--- src/rtl/tmr_evt_cnt.sv ---
module tmr_evt_cnt #(
  parameter int WIDTH     = 8,
  parameter int RATE_BITS = 3
) (
  input  logic             clk,
  input  logic             rst_n,
  input  logic             wr_en,
  input  logic [1:0]       wr_sel,
  input  logic [WIDTH-1:0] wr_data,
  input  logic [1:0]       rd_sel,
  output logic [WIDTH-1:0] rd_data,
  input  logic             tmr_pin,
  input  logic             irq_en,
  output logic             irq
);
  localparam int PSC_W = (1 << RATE_BITS) - 1;
  localparam logic [1:0] MODE_EVT = 2'b01;
  localparam logic [1:0] MODE_TMR = 2'b10;
  localparam logic [1:0] MODE_PW  = 2'b11;

  logic [7:0]           ctrl_q;
  logic [WIDTH-1:0]     pre_q, cnt_q;
  logic [PSC_W-1:0]     psc_q;
  logic                 sy1_q, sy2_q, sy3_q;
  logic                 pw_act_q;

  wire [1:0]           mode     = ctrl_q[7:6];
  wire                 run      = ctrl_q[4];
  wire                 edge_sel = ctrl_q[3];
  wire [RATE_BITS-1:0] rate     = ctrl_q[RATE_BITS-1:0];

  wire wr_ctrl = wr_en && (wr_sel == 2'd0);
  wire wr_pre  = wr_en && (wr_sel == 2'd1);

  wire pin_rise = sy2_q & ~sy3_q;
  wire pin_fall = ~sy2_q & sy3_q;
  wire evt_hit  = edge_sel ? pin_fall : pin_rise;
  wire pw_start = edge_sel ? pin_rise : pin_fall;
  wire pw_end   = edge_sel ? pin_fall : pin_rise;

  wire [PSC_W-1:0] psc_mask = ~({PSC_W{1'b1}} << rate);
  wire tick = &(psc_q | ~psc_mask);

  wire gate    = (mode == MODE_TMR && run) || (mode == MODE_PW && pw_act_q);
  wire pw_stop = (mode == MODE_PW) && pw_act_q && pw_end;
  wire inc     = !wr_ctrl && (((mode == MODE_EVT) && run && evt_hit) ||
                              (gate && tick && !pw_stop));
  wire ovf     = inc && (&cnt_q);

  always_ff @(posedge clk or negedge rst_n) begin
    if (!rst_n) begin
      sy1_q <= 1'b0; sy2_q <= 1'b0; sy3_q <= 1'b0;
    end else begin
      sy1_q <= tmr_pin; sy2_q <= sy1_q; sy3_q <= sy2_q;
    end
  end

  always_ff @(posedge clk or negedge rst_n) begin
    if (!rst_n) begin
      ctrl_q   <= '0;
      psc_q    <= '0;
      pw_act_q <= 1'b0;
    end else if (wr_ctrl) begin
      ctrl_q   <= {wr_data[7:6], 1'b0, wr_data[4:0]};
      psc_q    <= '0;
      pw_act_q <= 1'b0;
    end else begin
      psc_q <= gate ? psc_q + 1'b1 : '0;
      if (pw_stop) begin
        ctrl_q[4] <= 1'b0;
        pw_act_q  <= 1'b0;
      end else if (mode == MODE_PW && run && !pw_act_q && pw_start) begin
        pw_act_q <= 1'b1;
      end
    end
  end

  always_ff @(posedge clk or negedge rst_n) begin
    if (!rst_n) begin
      pre_q <= '0;
      cnt_q <= '0;
      irq   <= 1'b0;
    end else begin
      if (wr_pre) pre_q <= wr_data;
      if (inc) cnt_q <= ovf ? pre_q : cnt_q + 1'b1;
      else if (wr_pre && !run) cnt_q <= wr_data;
      irq <= ovf && irq_en;
    end
  end

  always_comb begin
    case (rd_sel)
      2'd0:    rd_data = WIDTH'(ctrl_q);
      2'd1:    rd_data = pre_q;
      2'd2:    rd_data = cnt_q;
      default: rd_data = '0;
    endcase
  end

  assert_irq_masked_R6: assert property (@(posedge clk) disable iff (!rst_n)
    irq |-> $past(irq_en));
  assert_reload_value_R5: assert property (@(posedge clk) disable iff (!rst_n)
    irq |-> (cnt_q == $past(pre_q)));
  assert_hold_stopped_R9: assert property (@(posedge clk) disable iff (!rst_n)
    (!run && !wr_en) |=> $stable(cnt_q));
  assert_timer_tick_R3: assert property (@(posedge clk) disable iff (!rst_n)
    (mode == MODE_TMR && run && !wr_en && !tick) |=> $stable(cnt_q));
  assert_event_edge_R4: assert property (@(posedge clk) disable iff (!rst_n)
    (mode == MODE_EVT && run && !wr_en && !evt_hit) |=> $stable(cnt_q));
  assert_pw_autoclear_R7: assert property (@(posedge clk) disable iff (!rst_n)
    ($fell(run) && !$past(wr_en)) |-> $past(mode == MODE_PW && pw_act_q));
  assert_ctrl_write_freeze_R10: assert property (@(posedge clk) disable iff (!rst_n)
    wr_ctrl |=> $stable(cnt_q));
endmodule

--- config.mk ---
export PLATFORM = sky130hd
export DESIGN_NAME = tmr_evt_cnt
export DESIGN_NICKNAME = d
export VERILOG_FILES = /design/src/rtl/tmr_evt_cnt.sv
export SDC_FILE = /design/constraint.sdc
export NUM_CORES = 1
export LEC_CHECK = 0
export ABC_AREA = 1
export BUFFER_PORTS_ARGS = -buffer_cell sky130_fd_sc_hd__buf_2
export CAP_MARGIN = 5
export CORE_UTILIZATION = 40
export CTS_BUF_LIST = sky130_fd_sc_hd__clkbuf_4
export DETAILED_ROUTE_END_ITERATION = 8
export PLACE_DENSITY = 0.63
export SLEW_MARGIN = 20
export SYNTH_ARGS = -nofsm -noshare
export SYNTH_HDL_FRONTEND = slang
export SYNTH_SLANG_ARGS = --single-unit
--- constraint.sdc ---
create_clock -name clk -period 1.4 [get_ports clk]
set_input_delay 0.07 -clock clk [delete_from_list [all_inputs] [get_ports clk]]
set_output_delay 0.07 -clock clk [all_outputs]
set_load 0.01 [all_outputs]
==> impl_results.md <==
- Core Util, Final: 57.1%
- Setup Skew: 0.0108 ns
- Syn Area/Cell: 7.53 um^2
- FILL cells: 462
- IO Pins: 26
- Initial antenna violation count: 0
- CORE AREA: 4750 um^2
- Worst path cell trace: ha_2 > nand2_2 > inv_2 > nand4_1 > buf_4 > inv_4 > nand2_1 > nand3b_1 > nand2_1 > nand3_1
- Final setup violation count: 7
- Routing usage on met2: 33.3%
- Synth Area in Simple Gates: 32.7%
- IO Port Bufs: 25
- Post-synthesis adder-cell area fraction: 1.26%
- Clock sink count: 35
- Layout cells sized above 1: 31.4%
- Die ar.: 5230 um^2
- DP Wirelength: 3650 um
- Vias per cell: 4.86
- Fin. max-slew vios: 0
- Post-route design area: 2710 um^2
- Mux share of post-synthesis cell area: 0%
- Worst hold start: wr_data[2]
- Synth area leader: dfrtp_1
- Global-route wire length before repair: 8540 um
- Crit. End Element: flop
- Reg-to-reg slack, setup: -0.06 ns
- Worst R2R End: cnt_q[4]
- GRT Overall Usage: 21.5%
- TritonCTS clock tree: done
- Worst Hold Path Cells: 3
- Type of element launching the critical path: flop
- Multi-input logic area: 1020 um^2
- Status: finished, violations left
- Met1 usage: 27.9%
- # rows: 25
- WS Path Type: flop to flop
- Die width: 72.3 um
- Post-Synth XOR/XNOR Area: 1.33%
- Post-DR wirelength/cell: 12.7 um
- Vias in the first global route: 1,915
- Failing checks: setup timing
- Cts bufs inserted: 5
- Top post-synthesis cells by area: dfrtp_1, nand2_1, inv_1
- GRT met3 Usage: 4.86%
- Worst vdd ir: 0.653 mV
- Root Driver: clkbuf_4
- Commonest non-fill, non-tap cell in the layout: nand2_1
- Detailed Route Iter0 Violations: 95
- Worst-path clk slew: 0.12 ns
- Global placement routability congestion: 0.821
- Post-synth top area share: 44.2%
- Grt total ovfl: 0
- CTS max path bufs: 2
- Fmax: 0.684 GHz
- Mapped Cells: 263
- Final Hold Fails: 0
- NumNets Final: 352
- Pwr Total: 3.26 mW
- Max incr delay on CP: 0.41 ns
- Mapped Area: 1980 um^2
- Placed Instance Area: 2380 um^2
- Largest family of logic cells by synthesized area: simple AND/OR/NAND/NOR gates
- Final WS setup: -0.0616 ns
- Register area share after synthesis: 44.2%
- Residual DRC count: 0
- Slew HR: 67.9%
- CP dominant cell by count: nand2_1
- ANT nets after route: 0
- Top Usage Layer GRT: met2
- TNS Setup: -0.193 ns
- Most frequent cells in the layout: nand2_1, inv_1, dfrtp_1, buf_4, buf_2
- Register area: 880 um^2
- P&R area growth vs syn: 37.1%
- Unrepaired setup endpoints after global routing: yes
- Drt pass-1 iters: 4
- Final Critical Period: 1.46 ns
- R2r startpoint: cnt_q[1]
- Slew of the pin with the lowest slew margin: 0.479 ns
- CP max-delay cell: dfrtp_1
- Routed WL: 5100 um
- Largest net degree at the start of global routing: 20
- Compound-Gate Fraction of Synth Area: 11.8%
- Synth Net Count: 282
- Peak fanout along the critical path: 4
- Final Cycle Share: 104%
- Ant diodes: 0
- Starting Density: 41.6%
- Max_cap viols: 0
- Via Count: 1,949
- Distinct cells, synth: 31
- End of the worst hold path: ctrl_q[2]
- Synthesized flop and latch total: 35
- Final hold slack: 0.0201 ns
- Warnings, synthesis: 0
- Crit path required time: 1.64 ns
- Worst r2r path cells: 10
- WP data arrival: 1.70 ns
- PD cells: 1200 nW/um^2
- Die height: 72.3 um
- Total leakage power: 1.36 nW
- CTS H-tree lvls: 2
- Hold Path Class: primary input to flop
- Worst-Skew Late Latency: 0.36 ns
[final cells by class]
type	instances	area share, %
clock inverters	3	1.43
clock buffers	5	1.38
multi-input cells	185	37.6
repair buffers	68	18.8
well taps	67	3.09
flip-flops and latches	35	32.4
inverters	38	5.35
[synthesized netlist by cell type, drive strengths merged]
library cell	number
dfrtp	35
xor2	2
clkbuf	2
inv	38
nand3b	1
o211ai	6
o21bai	2
nor2	17
o221ai	1
nor3	3
nand2	84
nand4	9
and3	1
nor3b	1
buf	3
nand3	24
xnor2	1
a21oi	7
ha	2
o21ai	21
o22ai	3
[metal layers]
metal | vias up | part of all wire [%]
li1 | 1001 | -
met1 | 888 | 46
met2 | 47 | 47
met3 | 13 | 4.3
met4 | 0 | 2.8
met5 | - | 0
[how the worst max path moves through the flow]
| stage | start | endpoint | slack [ns] | cells past startpoint |
|---|---|---|---|---|
| 3_3_place_gp | ctrl_q[6] | cnt_q[5] | -0.03 | 6 |
| 4_1_cts | cnt_q[0] | cnt_q[3] | -0.02 | 11 |
| 3_5_place_dp | ctrl_q[6] | cnt_q[5] | -0.04 | 6 |
| 2_1_floorplan | cnt_q[0] | cnt_q[0] | 0.008 | 10 |
| 6_report | cnt_q[1] | cnt_q[4] | -0.06 | 10 |
| 5_1_grt | cnt_q[1] | cnt_q[3] | -0.19 | 12 |
[per-stage QoR]
| stage | std cells | setup slack [ns] |
|---|---|---|
| CTS | 398 | -0.0219 |
| global placement | 376 | -0.0348 |
| finish | 401 | -0.0616 |
| floorplan | 263 | 0.00791 |
| global route | 401 | -0.190 |
| detailed placement | 376 | -0.0430 |
[kinds of logic after synthesis]
family                   count (synthesis)
buffers and inverters                   43
XOR/XNOR                                 3
flip-flops                              35
AO/OA/AOI/OAI                           40
AND/OR/NAND/NOR                        140
adder cells (fa/ha/maj)                  2
[state kept, by name, indices dropped and copies added, names as in the netlist]
name	cells
sy1_q	1
pre_q	8
cnt_q	8
ctrl_q	7
sy2_q	1
irq	1
pw_act_q	1
psc_q	7
sy3_q	1
[worst max-delay path: cells and delay by family, from the launching register on]
kind,cells,cell delay (ns)
buffers and inverters,3,0.26
flip-flops,1,0.41
AND/OR/NAND/NOR,6,0.49
adder cells (fa/ha/maj),1,0.20
[timing repair]
item / CTS / global route
endpoints found under the setup margin: 8 / 13
hold buffers: 10 / 0
gates resized for setup: 10 / 23
pin swaps: 7 / 9
gates cloned: 0 / 0
setup buffers: 4 / 3
endpoints found under the hold margin: 46 / 0
[power breakdown]
part           total [mW]  switching (mW)  internal, mW
Combinational        1.17           0.610         0.556
Clock               0.733           0.366         0.367
Sequential           1.36           0.165          1.19
Total                3.26            1.14          2.11
No activity file was read; power rests on OpenSTA's default activity.
